`src/rtl/irq_route_pkg.sv`:
```
package irq_route_pkg;

  // Address regions recognised by the register decoder
  typedef enum logic [1:0] {
    RGN_NONE  = 2'd0,
    RGN_ROUTE = 2'd1,
    RGN_CTRL  = 2'd2,
    RGN_IPI   = 2'd3
  } rgn_e;

  // Dispatch command codes (bits 17:16 of a dispatch write)
  typedef enum logic [1:0] {
    IPI_INTR   = 2'd0,
    IPI_RESET  = 2'd1,
    IPI_IDLE   = 2'd2,
    IPI_RESUME = 2'd3
  } ipi_type_e;

  localparam int unsigned ROUTE_BASE  = 32'h000;
  localparam int unsigned CTRL_BASE   = 32'h400;
  localparam int unsigned IPI_BASE    = 32'h800;
  localparam int unsigned IPI_SPAN    = 32'h100;
  localparam int unsigned STRIDE_LG2  = 3;

  // Field positions shared by decode, bank and read mux
  localparam int unsigned CPU_LSB     = 8;
  localparam int unsigned VEC_LSB     = 0;
  localparam int unsigned TYPE_LSB    = 16;
  localparam int unsigned MASK_BIT    = 2;
  localparam int unsigned CLR_BIT     = 1;
  localparam int unsigned PEND_BIT    = 0;

endpackage

```
`src/rtl/irq_reg_decode.sv`:
```
module irq_reg_decode
  import irq_route_pkg::*;
#(
  parameter int ADDR_W  = 12,
  parameter int NUM_SRC = 4,
  parameter int IDX_W   = 2
) (
  input  logic [ADDR_W-1:0] addr,
  output rgn_e              rgn,
  output logic [IDX_W-1:0]  idx
);

  localparam logic [ADDR_W-1:0] BANK_SPAN = ADDR_W'(NUM_SRC << STRIDE_LG2);
  localparam logic [ADDR_W-1:0] R_BASE    = ADDR_W'(ROUTE_BASE);
  localparam logic [ADDR_W-1:0] C_BASE    = ADDR_W'(CTRL_BASE);
  localparam logic [ADDR_W-1:0] D_BASE    = ADDR_W'(IPI_BASE);
  localparam logic [ADDR_W-1:0] D_SPAN    = ADDR_W'(IPI_SPAN);

  logic [ADDR_W-1:0] off_route;
  logic [ADDR_W-1:0] off_ctrl;
  logic [ADDR_W-1:0] off_ipi;

  always_comb begin
    off_route = addr - R_BASE;
    off_ctrl  = addr - C_BASE;
    off_ipi   = addr - D_BASE;
    rgn       = RGN_NONE;
    idx       = '0;
    if (off_route < BANK_SPAN) begin
      rgn = RGN_ROUTE;
      idx = off_route[STRIDE_LG2 +: IDX_W];
    end else if (off_ctrl < BANK_SPAN) begin
      rgn = RGN_CTRL;
      idx = off_ctrl[STRIDE_LG2 +: IDX_W];
    end else if (off_ipi < D_SPAN) begin
      rgn = RGN_IPI;
    end
  end

endmodule

```
`src/rtl/irq_src_bank.sv`:
```
module irq_src_bank
  import irq_route_pkg::*;
#(
  parameter int NUM_SRC = 4,
  parameter int CPU_W   = 5,
  parameter int VEC_W   = 6,
  parameter int IDX_W   = 2
) (
  input  logic                            clk,
  input  logic                            rst_n,
  input  logic                            route_we,
  input  logic                            ctrl_we,
  input  logic [IDX_W-1:0]                wr_idx,
  input  logic [CPU_W-1:0]                wr_cpu,
  input  logic [VEC_W-1:0]                wr_vec,
  input  logic                            wr_mask,
  input  logic                            wr_clr,
  input  logic [NUM_SRC-1:0]              accept,
  output logic [NUM_SRC-1:0]              mask_q,
  output logic [NUM_SRC-1:0]              pend_q,
  output logic [NUM_SRC-1:0][CPU_W-1:0]   route_cpu,
  output logic [NUM_SRC-1:0][VEC_W-1:0]   route_vec
);

  for (genvar g = 0; g < NUM_SRC; g++) begin : g_src
    logic             sel;
    logic             route_en;
    logic             ctrl_en;
    logic             mask_n;
    logic             pend_n;
    logic [CPU_W-1:0] cpu_q;
    logic [VEC_W-1:0] vec_q;

    always_comb begin
      sel      = (wr_idx == IDX_W'(g));
      route_en = route_we && sel;
      ctrl_en  = (ctrl_we && sel) || accept[g];
      // Software write to the mask wins; acceptance re-masks otherwise
      if (ctrl_we && sel) mask_n = wr_mask;
      else                mask_n = 1'b1;
      // Acceptance sets pending; write-one-to-clear otherwise
      if (accept[g])                    pend_n = 1'b1;
      else if (ctrl_we && sel && wr_clr) pend_n = 1'b0;
      else                              pend_n = pend_q[g];
    end

    always_ff @(posedge clk or negedge rst_n) begin
      if (!rst_n) begin
        cpu_q     <= '0;
        vec_q     <= '0;
        mask_q[g] <= 1'b1;
        pend_q[g] <= 1'b0;
      end else begin
        if (route_en) begin
          cpu_q <= wr_cpu;
          vec_q <= wr_vec;
        end
        if (ctrl_en) begin
          mask_q[g] <= mask_n;
          pend_q[g] <= pend_n;
        end
      end
    end

    assign route_cpu[g] = cpu_q;
    assign route_vec[g] = vec_q;
  end

endmodule

```
`src/rtl/irq_post_arb.sv`:
```
module irq_post_arb #(
  parameter int NUM_SRC = 4,
  parameter int CPU_W   = 5,
  parameter int VEC_W   = 6
) (
  input  logic                           clk,
  input  logic                           rst_n,
  input  logic [NUM_SRC-1:0]             req,
  input  logic [NUM_SRC-1:0][CPU_W-1:0]  route_cpu,
  input  logic [NUM_SRC-1:0][VEC_W-1:0]  route_vec,
  input  logic                           ipi_fire,
  input  logic [CPU_W-1:0]               ipi_cpu,
  input  logic [VEC_W-1:0]               ipi_vec,
  output logic [NUM_SRC-1:0]             accept,
  output logic                           hold_vld,
  output logic                           post_valid,
  output logic [CPU_W-1:0]               post_cpu,
  output logic [VEC_W-1:0]               post_vec
);

  logic             found;
  logic [CPU_W-1:0] src_cpu;
  logic [VEC_W-1:0] src_vec;
  logic             post_vld_n;
  logic [CPU_W-1:0] post_cpu_n;
  logic [VEC_W-1:0] post_vec_n;
  logic             hold_vld_n;
  logic [CPU_W-1:0] hold_cpu_q;
  logic [VEC_W-1:0] hold_vec_q;
  logic             hold_vld_q;
  logic             post_vld_q;
  logic [CPU_W-1:0] post_cpu_q;
  logic [VEC_W-1:0] post_vec_q;

  // Fixed priority, lowest index first; a held dispatch blocks sources
  always_comb begin
    accept  = '0;
    found   = 1'b0;
    src_cpu = '0;
    src_vec = '0;
    for (int i = 0; i < NUM_SRC; i++) begin
      if (!found && req[i] && !hold_vld_q) begin
        accept[i] = 1'b1;
        found     = 1'b1;
        src_cpu   = route_cpu[i];
        src_vec   = route_vec[i];
      end
    end
  end

  always_comb begin
    post_vld_n = 1'b1;
    post_cpu_n = ipi_cpu;
    post_vec_n = ipi_vec;
    if (hold_vld_q) begin
      post_cpu_n = hold_cpu_q;
      post_vec_n = hold_vec_q;
    end else if (found) begin
      post_cpu_n = src_cpu;
      post_vec_n = src_vec;
    end else if (!ipi_fire) begin
      post_vld_n = 1'b0;
    end
    hold_vld_n = ipi_fire && (hold_vld_q || found);
  end

  always_ff @(posedge clk or negedge rst_n) begin
    if (!rst_n) begin
      hold_vld_q <= 1'b0;
      hold_cpu_q <= '0;
      hold_vec_q <= '0;
      post_vld_q <= 1'b0;
      post_cpu_q <= '0;
      post_vec_q <= '0;
    end else begin
      hold_vld_q <= hold_vld_n;
      post_vld_q <= post_vld_n;
      if (ipi_fire) begin
        hold_cpu_q <= ipi_cpu;
        hold_vec_q <= ipi_vec;
      end
      if (post_vld_n) begin
        post_cpu_q <= post_cpu_n;
        post_vec_q <= post_vec_n;
      end
    end
  end

  assign hold_vld   = hold_vld_q;
  assign post_valid = post_vld_q;
  assign post_cpu   = post_cpu_q;
  assign post_vec   = post_vec_q;

endmodule

```
`src/rtl/irq_route_ctrl.sv`:
```
module irq_route_ctrl
  import irq_route_pkg::*;
#(
  parameter int NUM_SRC = 4,
  parameter int CPU_W   = 5,
  parameter int VEC_W   = 6,
  parameter int ADDR_W  = 12,
  parameter int DATA_W  = 32
) (
  input  logic               clk,
  input  logic               rst_n,
  input  logic [NUM_SRC-1:0] src_irq,
  input  logic               reg_valid,
  input  logic               reg_write,
  input  logic [ADDR_W-1:0]  reg_addr,
  input  logic [DATA_W-1:0]  reg_wdata,
  output logic [DATA_W-1:0]  reg_rdata,
  output logic               reg_err,
  output logic               post_valid,
  output logic [CPU_W-1:0]   post_cpu,
  output logic [VEC_W-1:0]   post_vec
);

  localparam int IDX_W = (NUM_SRC > 1) ? $clog2(NUM_SRC) : 1;

  rgn_e                          rgn;
  logic [IDX_W-1:0]              idx;
  logic                          wr_acc;
  logic                          rd_acc;
  logic                          route_we;
  logic                          ctrl_we;
  logic                          ipi_fire;
  logic [NUM_SRC-1:0]            src_mask;
  logic [NUM_SRC-1:0]            src_pend;
  logic [NUM_SRC-1:0][CPU_W-1:0] route_cpu;
  logic [NUM_SRC-1:0][VEC_W-1:0] route_vec;
  logic [NUM_SRC-1:0]            req;
  logic [NUM_SRC-1:0]            accept;
  logic                          hold_vld;
  logic [DATA_W-1:0]             rdata_n;
  logic                          err_n;
  logic [DATA_W-1:0]             rdata_q;
  logic                          err_q;

  irq_reg_decode #(
    .ADDR_W (ADDR_W),
    .NUM_SRC(NUM_SRC),
    .IDX_W  (IDX_W)
  ) dec_i (
    .addr(reg_addr),
    .rgn (rgn),
    .idx (idx)
  );

  always_comb begin
    wr_acc   = reg_valid && reg_write;
    rd_acc   = reg_valid && !reg_write;
    route_we = wr_acc && (rgn == RGN_ROUTE);
    ctrl_we  = wr_acc && (rgn == RGN_CTRL);
    ipi_fire = wr_acc && (rgn == RGN_IPI) &&
               (reg_wdata[TYPE_LSB +: 2] == 2'(IPI_INTR));
    req      = src_irq & ~src_mask;
  end

  irq_src_bank #(
    .NUM_SRC(NUM_SRC),
    .CPU_W  (CPU_W),
    .VEC_W  (VEC_W),
    .IDX_W  (IDX_W)
  ) bank_i (
    .clk      (clk),
    .rst_n    (rst_n),
    .route_we (route_we),
    .ctrl_we  (ctrl_we),
    .wr_idx   (idx),
    .wr_cpu   (reg_wdata[CPU_LSB +: CPU_W]),
    .wr_vec   (reg_wdata[VEC_LSB +: VEC_W]),
    .wr_mask  (reg_wdata[MASK_BIT]),
    .wr_clr   (reg_wdata[CLR_BIT]),
    .accept   (accept),
    .mask_q   (src_mask),
    .pend_q   (src_pend),
    .route_cpu(route_cpu),
    .route_vec(route_vec)
  );

  irq_post_arb #(
    .NUM_SRC(NUM_SRC),
    .CPU_W  (CPU_W),
    .VEC_W  (VEC_W)
  ) arb_i (
    .clk       (clk),
    .rst_n     (rst_n),
    .req       (req),
    .route_cpu (route_cpu),
    .route_vec (route_vec),
    .ipi_fire  (ipi_fire),
    .ipi_cpu   (reg_wdata[CPU_LSB +: CPU_W]),
    .ipi_vec   (reg_wdata[VEC_LSB +: VEC_W]),
    .accept    (accept),
    .hold_vld  (hold_vld),
    .post_valid(post_valid),
    .post_cpu  (post_cpu),
    .post_vec  (post_vec)
  );

  // Read mux and error detection
  always_comb begin
    rdata_n = '0;
    case (rgn)
      RGN_ROUTE: begin
        rdata_n[CPU_LSB +: CPU_W] = route_cpu[idx];
        rdata_n[VEC_LSB +: VEC_W] = route_vec[idx];
      end
      RGN_CTRL: begin
        rdata_n[MASK_BIT] = src_mask[idx];
        rdata_n[PEND_BIT] = src_pend[idx];
      end
      default: rdata_n = '0;
    endcase
    err_n = reg_valid && (rgn == RGN_NONE);
  end

  always_ff @(posedge clk or negedge rst_n) begin
    if (!rst_n) begin
      rdata_q <= '0;
      err_q   <= 1'b0;
    end else begin
      err_q <= err_n;
      if (rd_acc) rdata_q <= rdata_n;
    end
  end

  assign reg_rdata = rdata_q;
  assign reg_err   = err_q;

endmodule

```
`config.mk`:
```
export PLATFORM = sky130hd
export DESIGN_NAME = irq_route_ctrl
export DESIGN_NICKNAME = d
export VERILOG_FILES = /design/src/rtl/irq_route_pkg.sv /design/src/rtl/irq_reg_decode.sv /design/src/rtl/irq_src_bank.sv /design/src/rtl/irq_post_arb.sv /design/src/rtl/irq_route_ctrl.sv
export SDC_FILE = /design/constraint.sdc
export NUM_CORES = 1
export LEC_CHECK = 0
export BUFFER_PORTS_ARGS = -buffer_cell sky130_fd_sc_hd__buf_4
export CAP_MARGIN = 20
export CELL_PAD_IN_SITES_DETAIL_PLACEMENT = 1
export CELL_PAD_IN_SITES_GLOBAL_PLACEMENT = 1
export CORE_UTILIZATION = 38
export CTS_CLUSTER_SIZE = 10
export DETAILED_ROUTE_END_ITERATION = 12
export PLACE_DENSITY = 0.86
export REMOVE_ABC_BUFFERS = 1
export SLEW_MARGIN = 40
export SYNTH_ARGS = -nofsm -noshare
export SYNTH_HDL_FRONTEND = slang
export SYNTH_SLANG_ARGS = --single-unit
```
`constraint.sdc`:
```
create_clock -name clk -period 1.8 [get_ports clk]
set_input_delay 0.18 -clock clk [delete_from_list [all_inputs] [get_ports clk]]
set_output_delay 0.18 -clock clk [all_outputs]
set_load 0.02 [all_outputs]
```
---- Word level (Yosys, flattened, before mapping) ----
Cells that the tools add are included.
W data, S select, Z words.
storage, ports and cells
  bits in registers ....................... 88
  input bits .............................. 52
  word-level logic and storage cells ...... 138
  output and inout bits ................... 45
operators by class
  eq/ne operators ......................... 6
  reductions and logical operators ........ 48
  $lt $le $gt $ge ......................... 4
  multiplexer cells ....................... 52
  add/subtract/negate cells ............... 2
  bitwise gates (word level) .............. 2
operators with widths
  kind                      count
  $mux W6                   7
  $mux W5                   8
  $logic_and A1 B1 Y1       27
  $mux W1                   25
  $lt A12 B6 Y1 const B     2
  $bmux W6 S2               1
  $lt A12 B9 Y1 const B     1
  $sub A12 B11 Y12 const B  1
  $sub A12 B12 Y12 const B  1
  $bmux W5 S2               1
  $mux W2                   5
  $eq A2 B2 Y1 const B      4
  $reduce_and A2 Y1         4
  $reduce_bool A2 Y1        4
  $logic_not A2 Y1          3
  $logic_not A1 Y1          5
  $logic_or A1 B1 Y1        5
  $and A4 B4 Y4             1
  $bmux W1 S2               2
  $eq A2 B1 Y1 const B      2
  $not A4 Y4                1
  $pmux W1 S2               2
  $lt A2 B3 Y1 const B      1
  $mux W3                   1

---- Logic depth before layout (Yosys ltp) ----
Gate-level depths: netlist of run 1.
  depth after elaboration ................. 18
  mapped depth ............................ 6
  gate-level depth less buffers ........... 4

---- Cells and area by module ----
Synthesis of run 1 repeated with hierarchy kept, for this count alone.
second synthesis, totals
  cells, all modules ...................... 383
  area total of the unflattened synthesis .. 4700.8 µm²
by module, submodules not included
  module          instances  cells each  area each (µm²)
  irq_src_bank    1          127         2173.3
  irq_post_arb    1          161         1382.6
  irq_route_ctrl  1          86          1062.3
  irq_reg_decode  1          9           82.6

---- Worst setup path before layout of run 1 ----
OpenSTA, ideal clock, no wires.
  kind .................................... register to register
  start point ............................. register bank_i.mask_q[0]
  end point ............................... register arb_i.post_cpu_q[0] (netlist: arb_i.post_cpu[0])
  slack ................................... -12 ps
  library setup time ...................... 122 ps
  cell stages (with the launch flop) ...... 6
  path buffers ............................ 1
  data arrival time ....................... 1690 ps
  cell sequence ........................... dfstp_2 -> nor2b_1 -> or2_2 -> or3_1 -> clkbuf_1 -> o2111a_1
on the way
  longest elaborated chain between the ends .. 18
  elaborated cells on any way between the ends .. 24
  those cells by class .................... mux: 12; bitwise: 2; reduce/logical: 10
RTL lines
  what                                       RTL line              text
  from (decl)                                irq_src_bank.sv:19    output logic [NUM_SRC-1:0] mask_q,
  from (signal, indexed assignment)          irq_src_bank.sv:59    mask_q[g] <= mask_n;
  $not A4 Y4 *                               irq_route_ctrl.sv:62  req = src_irq & ~src_mask;
  $and A4 B4 Y4 *                            irq_route_ctrl.sv:62
  $logic_and A1 B1 Y1 *                      irq_post_arb.sv:42    if (!found && req[i] && !hold_vld_q) begin
  $mux W1                                    irq_post_arb.sv:42
  $logic_not A1 Y1                           irq_post_arb.sv:42
  $logic_and A1 B1 Y1 (2 in series)          irq_post_arb.sv:42
  $mux W1                                    irq_post_arb.sv:42
  $logic_not A1 Y1                           irq_post_arb.sv:42
  $logic_and A1 B1 Y1 (2 in series)          irq_post_arb.sv:42
  $mux W1                                    irq_post_arb.sv:42
  $logic_not A1 Y1                           irq_post_arb.sv:42
  $logic_and A1 B1 Y1 (2 in series)          irq_post_arb.sv:42
  $mux W5 / $mux W1 (equally long branches)  irq_post_arb.sv:42
  $mux W5 / $mux W1 (equally long branches)  irq_post_arb.sv:58    end else if (found) begin
  $mux W5 / $mux W1 (equally long branches)  irq_post_arb.sv:55    if (hold_vld_q) begin
  to (signal assigned)                       irq_post_arb.sv:83    post_cpu_q <= post_cpu_n;
  to (decl)                                  irq_post_arb.sv:32    logic [CPU_W-1:0] post_cpu_q;
Every way passes the cells marked *; elsewhere a longest branch is shown, timed or not.
A chain may end at the register's enable or synchronous reset.

---- Worst setup path after layout of run 1 ----
  start point ............................. input reg_addr[11]
  end point ............................... register bank_i.mask_q[1]
on the way
  longest elaborated chain between the ends .. 9
  elaborated cells on any way between the ends .. 16
  those cells by class .................... add/sub: 2; order compare: 3; eq/ne: 2; mux: 6; reduce/logical: 3
RTL lines
  what                                                  RTL line                                text
  from (decl)                                           irq_route_ctrl.sv:15                    input logic [ADDR_W-1:0] reg_addr,
  $sub A12 B12 Y12                                      irq_reg_decode.sv:26                    off_ipi = addr - D_BASE;
  $lt A12 B9 Y1                                         irq_reg_decode.sv:35                    end else if (off_ipi < D_SPAN) begin
  $mux W2                                               irq_reg_decode.sv:35
  $mux W2                                               irq_reg_decode.sv:32                    end else if (off_ctrl < BANK_SPAN) begin
  $mux W2                                               irq_reg_decode.sv:29                    if (off_route < BANK_SPAN) begin
  $eq A2 B2 Y1                                          irq_route_ctrl.sv:59                    ctrl_we = wr_acc && (rgn == RGN_CTRL);
  $logic_and A1 B1 Y1                                   irq_route_ctrl.sv:59
  $logic_and A1 B1 Y1 *                                 irq_src_bank.sv:37, irq_src_bank.sv:39
  $mux W1 / $logic_or A1 B1 Y1 (equally long branches)  irq_src_bank.sv:39, irq_src_bank.sv:37
Marks and branches as above.

==> impl_metrics.csv, run 1 <==
group,metric,value,unit
finish,synthToLayoutAreaGrowth,26.2,%
synthesis,yosys_most_used_dff,"dfrtp_1",
synthesis,async_flop_share,100,%
finish,drive_gt1_share,36.1,%
synthesis,synth_top_family_by_area,"compound AO/OA/AOI/OAI gates",
placed_design,dp_hpwl,10000,um
floorplanning,die_x,112,um
synthesis,ys_top_cells_by_area,"dfrtp_1 46%, mux2_2 13%, nand2_1 4.3%, buf_4 3.4%, o2111a_1 2.7%",
critical_path,required,2.07,ns
synthesis,synth.ff_latch_count,88,
clock_network,cts_made_buffers,9,
critical_path,worstPathMaxFanout,3,
detailed_routing,ant_nets,0,
floorplanning,io_pins,97,
synthesis,synth_cell_type_count,47,
finish,final_common_cell,"buf_4",
synthesis,avgSynthCellArea,10.4,sq um
flow_run,drv_cap,0,
sta,fmax,0.561,GHz
sta,worst_pin_slew,0.507,ns
synthesis,synthAdderAreaFrac,0,%
detailed_routing,drt_iter0_markers,221,
synthesis,ys_seq_area_share,48.1,%
grt,grt_overflow_total,0,
detailed_routing,vias_per_cell,5.94,
synthesis,synthesis.area,4580,sq um
grt,antenna_found_initial,0,
pwr,power,5540,uW
critical_path,crit_cells,5,
synthesis,synth-xor-area-share,0,%
run_status,violations,"design-rule violations",
critical_path,r2r_setup_slack,0.05,ns
synthesis,synthMuxAreaShare,14.6,%
critical_path,cp_cell_sequence,"buf_4 > or4_4 > or4_1 > nor3_1 > mux2_2",
detailed_routing,drc_errors,4,
clock_network,htreeDepth,3,
clock_network,root_buffer,"clkbuf_16",
detailed_routing,wirelength,15800,um
floorplanning,design.die.area,12500,sq um
pwr,irDropWorstVdd,525,uV
critical_path,crit_type,"in -> reg",
floorplanning,initial_core_util,39.6,%
critical_path,cp-start-kind,"input pin",
critical_path,slowest_stage,"or4_4",
finish,layout.nets,579,
finish,final_cell_mix,"96 x buf_4, 84 x dfrtp_1, 54 x mux2_2, 53 x nand2_1, 28 x inv_1",
synthesis,synth_largest_area_cell,"dfrtp_1",
synthesis,synth_edf_count,0,
detailed_routing,num_vias,4010,
floorplanning,coreArea,11600,sq um
synthesis,synth_compound_area_share,15.3,%
clock_network,clkSinkCount,88,
synthesis,syn_inst,440,
critical_path,slowest_delay,0.54,ns
detailed_routing,firstDrtPassIters,9,
sta,fin_crit_sh,99.1,%
finish,diodes,0,
floorplanning,rows,39,
sta,slew_headroom,66.2,%
grt,track_usage,26.6,%
clock_network,cts.clk_slew.worst_paths,0.07,ns
run_status,status,"finished with violations",
critical_path,worst-path-buf-inv,1,
sta,finalCriticalPeriod,1.78,ns
floorplanning,fp.dieH,112,um
sta,finalHoldViolCount,0,
sta,setup_violations,0,
clock_network,cts_tree,"done",
critical_path,worstReg2RegEnd,"arb_i.post_vec[3]",
critical_path,crit_end,"bank_i.mask_q[1]",
pwr,powerDensity,957,nW/um^2
critical_path,cpLargestDelayFamily,"simple AND/OR/NAND/NOR gates",
clock_network,clockBufferDepth,2,
critical_path,startpoint,"reg_addr[11]",
critical_path,arrival,2.06,ns
synthesis,yosys_warnings,0,
critical_path,ff2ff_path_depth,5,
clock_network,clk_latency,0.34,ns
grt,grt_pass1_wl,24900,um
grt,grt_pass1_vias,4420,
detailed_routing,wl_per_cell,23.4,um
sta,fin_skew,0.00743,ns
placed_design,placed_cells,653,
critical_path,end_kind,"flop",
pwr,power_leakage,0.00279,uW
worst_hold_path,hp-class,"in -> reg",
sta,slew_violations,0,
placed_design,io_buffers,53,
synthesis,netlist.area_leader.share,45.9,%
grt,grt_max_degree,41,
placed_design,globalplace.congestion,0.808,
critical_path,r2r_start,"bank_i.mask_q[0]",
finish,layout.cells.non_filler,675,
synthesis,synthSimpleGateAreaFrac,13.8,%
sta,whs,0.110,ns
metrics by stage:
stage | TNS (ns) | setup slack [ns] | util, % | instance area (sq um)
6_report | 0 | 0.0166 | 50.0 | 5790
5_1_grt | -0.00207 | -0.00207 | 50.0 | 5790
4_1_cts | 0 | 0.00789 | 49.8 | 5760
3_5_place_dp | -10.45 | -0.246 | 46.4 | 5370
3_3_place_gp | -6.70 | -0.168 | 46.4 | 5370
2_1_floorplan | -31.01 | -0.743 | - | 4400
per-layer routing:
metal / wire length, um / vias up / track usage (%)
met5: 0 / - / 0
met4: 779 / 0 / 15.9
met3: 959 / 59 / 5.93
met2: 8010 / 179 / 45.2
met1: 6030 / 2053 / 30.7
li1: - / 1719 / -
synthesized netlist by cell type, types with 2 or more instances:
| library cell | count |
|---|---|
| a21o_1 | 12 |
| a21oi_1 | 12 |
| a22oi_1 | 9 |
| a31oi_1 | 2 |
| and2_1 | 2 |
| buf_2 | 6 |
| buf_4 | 21 |
| clkbuf_1 | 19 |
| dfrtp_1 | 84 |
| dfstp_2 | 4 |
| inv_1 | 28 |
| mux2_2 | 54 |
| mux2i_1 | 4 |
| nand2_1 | 53 |
| nand2b_1 | 14 |
| nand3_1 | 13 |
| nor2_1 | 16 |
| nor2b_1 | 5 |
| nor4_1 | 6 |
| nor4b_1 | 3 |
| o2111a_1 | 11 |
| o2111ai_1 | 12 |
| o21ai_0 | 11 |
| o221ai_1 | 11 |
| o31ai_1 | 3 |
| o41ai_1 | 2 |
| or3_1 | 2 |
| or4_1 | 2 |
how the worst min path moves through the flow:
stage	from	endpoint	slack [ns]	cells past startpoint
detailed placement	rst_n	arb_i.post_vec[4]	0.18	1
finish	reg_wdata[5]	bank_i.g_src[3].vec_q[5]	0.11	2
global route	reg_wdata[5]	bank_i.g_src[3].vec_q[5]	0.11	2
CTS	reg_wdata[0]	bank_i.g_src[0].vec_q[0]	0.10	2
global placement	rst_n	arb_i.post_vec[4]	0.18	1
floorplan	rst_n	arb_i.hold_cpu_q[0]	-0.12	0
what timing repair did:
action,in CTS,in global routing
endpoints found under the setup margin,13,32
pin swaps,3,0
hold buffers,1,0
gates resized for setup,12,4
buffers inserted,3,1
hold endpoints to repair,35,0
gates cloned,1,0
cells by family after synthesis:
group / Yosys count
multiplexers: 59
other: 1
AO/OA/AOI/OAI: 91
buffers and inverters: 75
AND/OR/NAND/NOR: 126
flip-flops: 88
sequential cells by signal, summed over array words and instances, names as in the netlist:
| name | count |
|---|---|
| reg_err | 1 |
| arb_i.post_cpu | 5 |
| arb_i.post_vec | 6 |
| arb_i.hold_cpu_q | 5 |
| arb_i.hold_vld | 1 |
| bank_i.mask_q | 4 |
| arb_i.hold_vec_q | 6 |
| bank_i.g_src.cpu_q | 20 |
| bank_i.pend_q | 4 |
| arb_i.post_valid | 1 |
| bank_i.g_src.vec_q | 24 |
| reg_rdata | 11 |
final cells by class:
| type | instances | area [sq um] |
|---|---|---|
| clock buffers | 9 | 225 |
| flip-flops and latches | 88 | 2210 |
| repair buffers | 103 | 820 |
| clock inverters | 7 | 85.1 |
| fillers | 1261 | 5780 |
| well taps | 143 | 179 |
| multi-input cells | 297 | 2170 |
| inverters | 28 | 105 |
power by group:
| group | leakage [uW] | switching, uW | internal (uW) | total (uW) |
|---|---|---|---|---|
| clock | 0.000153 | 858 | 1110 | 1970 |
| sequential | 0.00116 | 124 | 2170 | 2300 |
| combinational | 0.00148 | 692 | 583 | 1270 |
| total | 0.00279 | 1670 | 3860 | 5540 |
Note: power is estimated with default switching activity, not from simulation.
==> run 2, diff against run 1 <==
--- a/config.mk
+++ b/config.mk
@@ -14,2 +14,3 @@
 export DETAILED_ROUTE_END_ITERATION = 12
+export GPL_TIMING_DRIVEN = 0
 export PLACE_DENSITY = 0.86
==> constraint.sdc (replaced) <==
create_clock -name clk -period 1.8 [get_ports clk]
set_input_delay 0.27 -clock clk [delete_from_list [all_inputs] [get_ports clk]]
set_output_delay 0.27 -clock clk [all_outputs]
set_load 0.02 [all_outputs]
==> impl_metrics.csv, run 2 (synthesized netlist as in run 1, its figures left out) <==
group,metric,value,unit
sta,finalCriticalPeriod,1.79,ns
grt,track_usage,26.8,%
pwr,power_leakage,0.00283,uW
detailed_routing,wl_met1,5860,um
critical_path,worst-path-buf-inv,2,
detailed_routing,ant_nets,0,
detailed_routing,wl_per_cell,24.4,um
detailed_routing,vias_per_cell,5.92,
critical_path,worstReg2RegEnd,"arb_i.post_cpu[4]",
pwr,p_switching,1680,uW
floorplanning,rows,39,
sta,grt_setup_unrepaired,"true",
run_status,violations,"design-rule violations, negative hold slack",
grt,grt_pass1_wl,25100,um
placed_design,io_buffers,53,
sta,slew_headroom,50.8,%
placed_design,globalplace.congestion,0.814,
floorplanning,io_pins,97,
critical_path,cpLargestDelayFamily,"simple AND/OR/NAND/NOR gates",
finish,final_common_cell,"dfrtp_1",
grt,grt_overflow_total,0,
sta,fmax,0.558,GHz
critical_path,slowest_stage,"or4_4",
finish,drive_gt1_share,38.9,%
critical_path,end_kind,"flop",
sta,setup_violations,0,
finish,regMostFlops,"bank_i.g_src.vec_q",
grt,antenna_found_initial,0,
floorplanning,die_x,112,um
critical_path,worstPathMaxFanout,4,
critical_path,ff2ff_path_depth,4,
detailed_routing,wirelength,16400,um
sta,slew_violations,0,
detailed_routing,dr_wl_met3,1310,um
floorplanning,design.die.area,12500,sq um
run_status,status,"finished with violations",
floorplanning,coreArea,11600,sq um
pwr,p_int,3770,uW
finish,largest_register_ffs,24,
sta,worst_pin_slew,0.738,ns
critical_path,r2r_start,"bank_i.mask_q[3]",
placed_design,dp_hpwl,9020,um
grt,grt_max_degree,89,
detailed_routing,num_vias,3965,
sta,fin_skew,0.0117,ns
finish,synthToLayoutAreaGrowth,27.7,%
pwr,swShare,30.8,%
placed_design,pre_cts_slack,-0.931,ns
critical_path,cp_cell_sequence,"buf_6 > or4_4 > buf_4 > or4_4 > nor2_1 > mux2i_1",
clock_network,cts_tree,"done",
flow_run,drv_cap,0,
clock_network,cts.hold.buffers_added,0,
critical_path,cp-start-kind,"input pin",
finish,layout.nets,574,
critical_path,startpoint,"reg_addr[5]",
critical_path,required,2.08,ns
detailed_routing,drc_errors,4,
pwr,powerDensity,931,nW/um^2
grt,grt_pass1_vias,4414,
sta,fin_crit_sh,99.6,%
detailed_routing,top_layer,"met4",
sta,whs,-0.0431,ns
critical_path,cpMostUsedCell,"or4_4",
sta,setup_tns,0,ns
clock_network,cts_made_buffers,9,
pwr,sequentialPowerShare,42.2,%
clock_network,clk_latency,0.35,ns
clock_network,htreeDepth,3,
detailed_routing,wl_met2,8460,um
floorplanning,initial_core_util,39.6,%
critical_path,slowest_delay,0.56,ns
sta,layout_setup_ws,0.00672,ns
floorplanning,fp.dieH,112,um
pwr,p_comb_share,24.6,%
clock_network,cts.clk_slew.worst_paths,0.07,ns
finish,final_cell_mix,"83 x dfrtp_1, 73 x buf_4, 54 x mux2_2, 51 x nand2_1, 28 x inv_1",
finish,diodes,0,
critical_path,r2r_setup_slack,0.02,ns
pwr,irDropWorstVdd,530,uV
critical_path,arrival,2.07,ns
clock_network,root_buffer,"clkbuf_16",
detailed_routing,drt_iter0_markers,261,
detailed_routing,firstDrtPassIters,8,
critical_path,crit_type,"in -> reg",
clock_network,clockBufferDepth,2,
sta,finalHoldViolCount,19,
worst_hold_path,hp-class,"in -> async",
clock_network,clkSinkCount,88,
pwr,clock_power_share,33.2,%
run 2: changes by cell type in the layout (fill, tap and decap cells not counted), sizes merged, moves of 2 or more:
cell	before	now
buf	102	93
clkbuf	9	13
clkinvlp	0	2
inv	33	30
run 2: metrics by stage:
stage / cells / power [uW] / hold WS, ns / utilization (%) / area (sq um)
2_1_floorplan: 413 / 2960 / -0.0256 / - / 4400
3_3_place_gp: 609 / 3420 / 0.472 / 43.0 / 4970
3_5_place_dp: 625 / 3490 / 0.406 / 44.3 / 5120
4_1_cts: 664 / 5360 / 0.0347 / 49.8 / 5760
5_1_grt: 670 / 5650 / 0.0326 / 50.6 / 5850
6_report: 670 / 5450 / -0.0431 / 50.6 / 5850
run 2: layout make-up:
class	instances	area (sq um)
flip-flops and latches	88	2210
inverters	28	105
well taps	143	179
clock inverters	6	42.5
clock buffers	10	239
fillers	1242	5710
repair buffers	96	743
multi-input cells	299	2330
run 2: worst max path at each step:
stage                                     to  slack [ns]  cells after the start
floorplan           bank_i.g_src[2].cpu_q[0]       -0.83                      3
finish                      bank_i.mask_q[3]       0.007                      6
global route               arb_i.post_cpu[4]       -0.09                      4
CTS                            reg_rdata[10]       -0.02                      7
global placement    bank_i.g_src[2].vec_q[0]       -2.63                      4
detailed placement  bank_i.g_src[2].vec_q[3]       -0.93                      5
run 2: power by group through the flow:
| stage | clock network, uW | registers, uW | logic, uW |
|---|---|---|---|
| final | 1810 | 2300 | 1340 |
| after global routing | 1890 | 2320 | 1440 |
| after CTS | 1810 | 2300 | 1250 |
| after detailed placement | 0 | 2330 | 1160 |
| after global placement | 0 | 2330 | 1090 |
| after floorplan | 0 | 2470 | 492 |
run 2: worst reg2reg max path: stages (launching register included):
cell	delay [ns]
dfstp_2	0.39
nor2b_1	0.30
nand2_1	0.22
or3_4	0.48
o2111a_1	0.27
run 2: routing by layer:
metal  vias to the layer above  global-route usage [%]
met1                      2005                    30.8
met4                         0                    14.4
met5                         -                       0
li1                       1702                       -
met2                       201                    46.5
met3                        57                    5.99
run 2: timing repair:
| action | 4_1_cts | 5_1_grt |
|---|---|---|
| endpoints found under the hold margin | 0 | 0 |
| buffers inserted | 20 | 8 |
| cloned | 3 | 0 |
| resized for setup | 37 | 14 |
| pin swaps | 18 | 12 |
| setup endpoints to repair | 65 | 42 |
==> run 3, diff against run 2 <==
- BUFFER_PORTS_ARGS: -buffer_cell sky130_fd_sc_hd__buf_4 -> -buffer_cell sky130_fd_sc_hd__buf_2
==> impl_metrics.csv, run 3 (synthesized netlist as in run 1, its figures left out) <==
group,metric,value,unit
grt,grt_max_degree,52,
floorplanning,fp.dieH,112,um
critical_path,slowest_stage,"nor2_1",
detailed_routing,vias_per_cell,6.03,
floorplanning,initial_core_util,39.6,%
placed_design,postPlaceCellArea,5020,sq um
run_status,violations,"design-rule violations, negative setup slack",
sta,slew_headroom,57.1,%
sta,grt_setup_unrepaired,"true",
finish,fin_area,5820,sq um
finish,final_cell_mix,"83 x dfrtp_1, 57 x buf_2, 54 x mux2_2, 50 x nand2_1",
clock_network,clkSinkCount,88,
sta,setup_violations,27,
clock_network,root_buffer,"clkbuf_16",
finish,drive_gt1_share,38.3,%
floorplanning,coreArea,11600,sq um
critical_path,cpMostUsedCell,"buf_2",
critical_path,cp_cell_sequence,"buf_2 > nor2_1 > nand2_4 > nor4_4 > buf_4 > buf_2 > mux2_2",
sta,layout_setup_ws,-0.141,ns
finish,layout.nets,576,
grt,grt_pass1_wl,24600,um
sta,whs,0.220,ns
placed_design,dp_hpwl,9180,um
pwr,irDropWorstVdd,457,uV
placed_design,placed_cells,626,
sta,slew_violations,0,
grt,antenna_found_initial,0,
sta,fin_crit_sh,108,%
pwr,p_int,4060,uW
detailed_routing,wirelength,16800,um
run_status,status,"finished with violations",
pwr,p_switching,1680,uW
pwr,clock_power_share,38.1,%
clock_network,cts_made_buffers,9,
floorplanning,die_x,112,um
finish,final_common_cell,"dfrtp_1",
sta,fin_skew,0.00908,ns
sta,fmax,0.515,GHz
detailed_routing,num_vias,4047,
finish,layout.cells.non_filler,671,
critical_path,required,2.04,ns
placed_design,globalplace.congestion,0.799,
finish,diodes,0,
clock_network,cts_tree,"done",
finish,largest_register_ffs,24,
pwr,swShare,29.3,%
sta,worst_pin_slew,0.642,ns
placed_design,io_buffers,53,
detailed_routing,wl_per_cell,25.1,um
clock_network,clockBufferDepth,2,
placed_design,pre_cts_slack,-1.13,ns
grt,grt_overflow_total,0,
clock_network,clk_latency,0.35,ns
critical_path,cp-start-kind,"input pin",
detailed_routing,drt_iter0_markers,321,
detailed_routing,firstDrtPassIters,8,
finish,synthToLayoutAreaGrowth,26.9,%
grt,track_usage,26.1,%
detailed_routing,ant_nets,0,
floorplanning,rows,39,
grt,grt_pass1_vias,4373,
detailed_routing,drc_errors,5,
flow_run,drv_cap,0,
worst_hold_path,hp-class,"in -> reg",
critical_path,slowest_delay,0.45,ns
critical_path,worstPathMaxFanout,7,
clock_network,htreeDepth,3,
sta,finalCriticalPeriod,1.94,ns
pwr,p_comb_share,21.9,%
clock_network,cts.clk_slew.worst_paths,0.07,ns
pwr,sequentialPowerShare,40.0,%
pwr,powerDensity,986,nW/um^2
critical_path,crit_type,"in -> reg",
critical_path,arrival,2.18,ns
sta,finalHoldViolCount,0,
floorplanning,io_pins,97,
critical_path,end_kind,"flop",
finish,fillers,1248,
floorplanning,design.die.area,12500,sq um
pwr,power_leakage,0.00284,uW
finish,regMostFlops,"bank_i.g_src.vec_q",
==> run 3: cell count changes in the layout (fill, tap and decap cells not counted), moves of 2 or more <==
cell | previous run | this run
buf_2 | 10 | 57
buf_4 | 73 | 28
bufinv_16 | 0 | 3
clkbuf_4 | 2 | 0
clkbuf_8 | 2 | 0
clkinvlp_4 | 2 | 0
inv_6 | 2 | 0
==> run 3: through the flow <==
stage | utilization (%) | power [uW] | TNS, ns
2_1_floorplan | - | 2960 | -36.97
3_3_place_gp | 41.9 | 3320 | -167.58
3_5_place_dp | 43.4 | 3400 | -40.68
4_1_cts | 48.3 | 5610 | 0
5_1_grt | 50.3 | 5920 | -2.22
6_report | 50.3 | 5740 | -2.18
==> run 3: worst max-delay path, delay by kind of cell <==
family	cells	cell delay, ns
simple gates	3	1.04
buf+inv	3	0.50
mux	1	0.36
==> run 3: repair_timing <==
item | CTS | global route
pin swaps | 7 | 21
hold buffers | 1 | 0
hold endpoints to repair | 37 | 0
buffers inserted | 13 | 14
gates cloned | 1 | 1
endpoints found under the setup margin | 66 | 56
gates resized for setup | 26 | 24
==> run 3: power by group through the flow <==
stage | Clock, uW | Sequential, uW | Combinational (uW)
floorplan | 0 | 2470 | 492
global placement | 0 | 2320 | 996
detailed placement | 0 | 2330 | 1070
CTS | 2160 | 2290 | 1150
global route | 2250 | 2320 | 1350
finish | 2180 | 2300 | 1260
==> run 3: metal layers <==
layer / up-vias / wire length (um) / global-route usage, %
met5: - / 0 / 0
met4: 0 / 726 / 14.2
met3: 49 / 1180 / 5.01
met2: 209 / 8480 / 45.8
met1: 2078 / 6440 / 30.1
li1: 1711 / - / -
==> run 3: layout make-up <==
cell class              count  area [sq um]  area share, %
flip-flops and latches     88          2210           38.0
repair buffers             98           673           11.6
clock buffers               9           225           3.87
multi-input cells         299          2310           39.8
clock inverters             6           109           1.87
inverters                  28           105           1.81
well taps                 143           179           3.08
==> run 3: path summary, 6_finish.rpt <==
check                                    startpoint  cells past startpoint  slack [ns]                       end
worst min register to register  arb_i.hold_vec_q[4]                      2        0.50       arb_i.hold_vec_q[4]
worst min-delay path                   reg_wdata[3]                      2        0.22  bank_i.g_src[3].vec_q[3]
worst max register to register     bank_i.mask_q[1]                      4        0.03         arb_i.post_cpu[0]
min in group asynchronous                     rst_n                      2        0.39              reg_rdata[8]
max in group asynchronous                     rst_n                      3        0.77          bank_i.mask_q[3]
worst max-delay path                    reg_addr[8]                      7       -0.14  bank_i.g_src[1].vec_q[0]
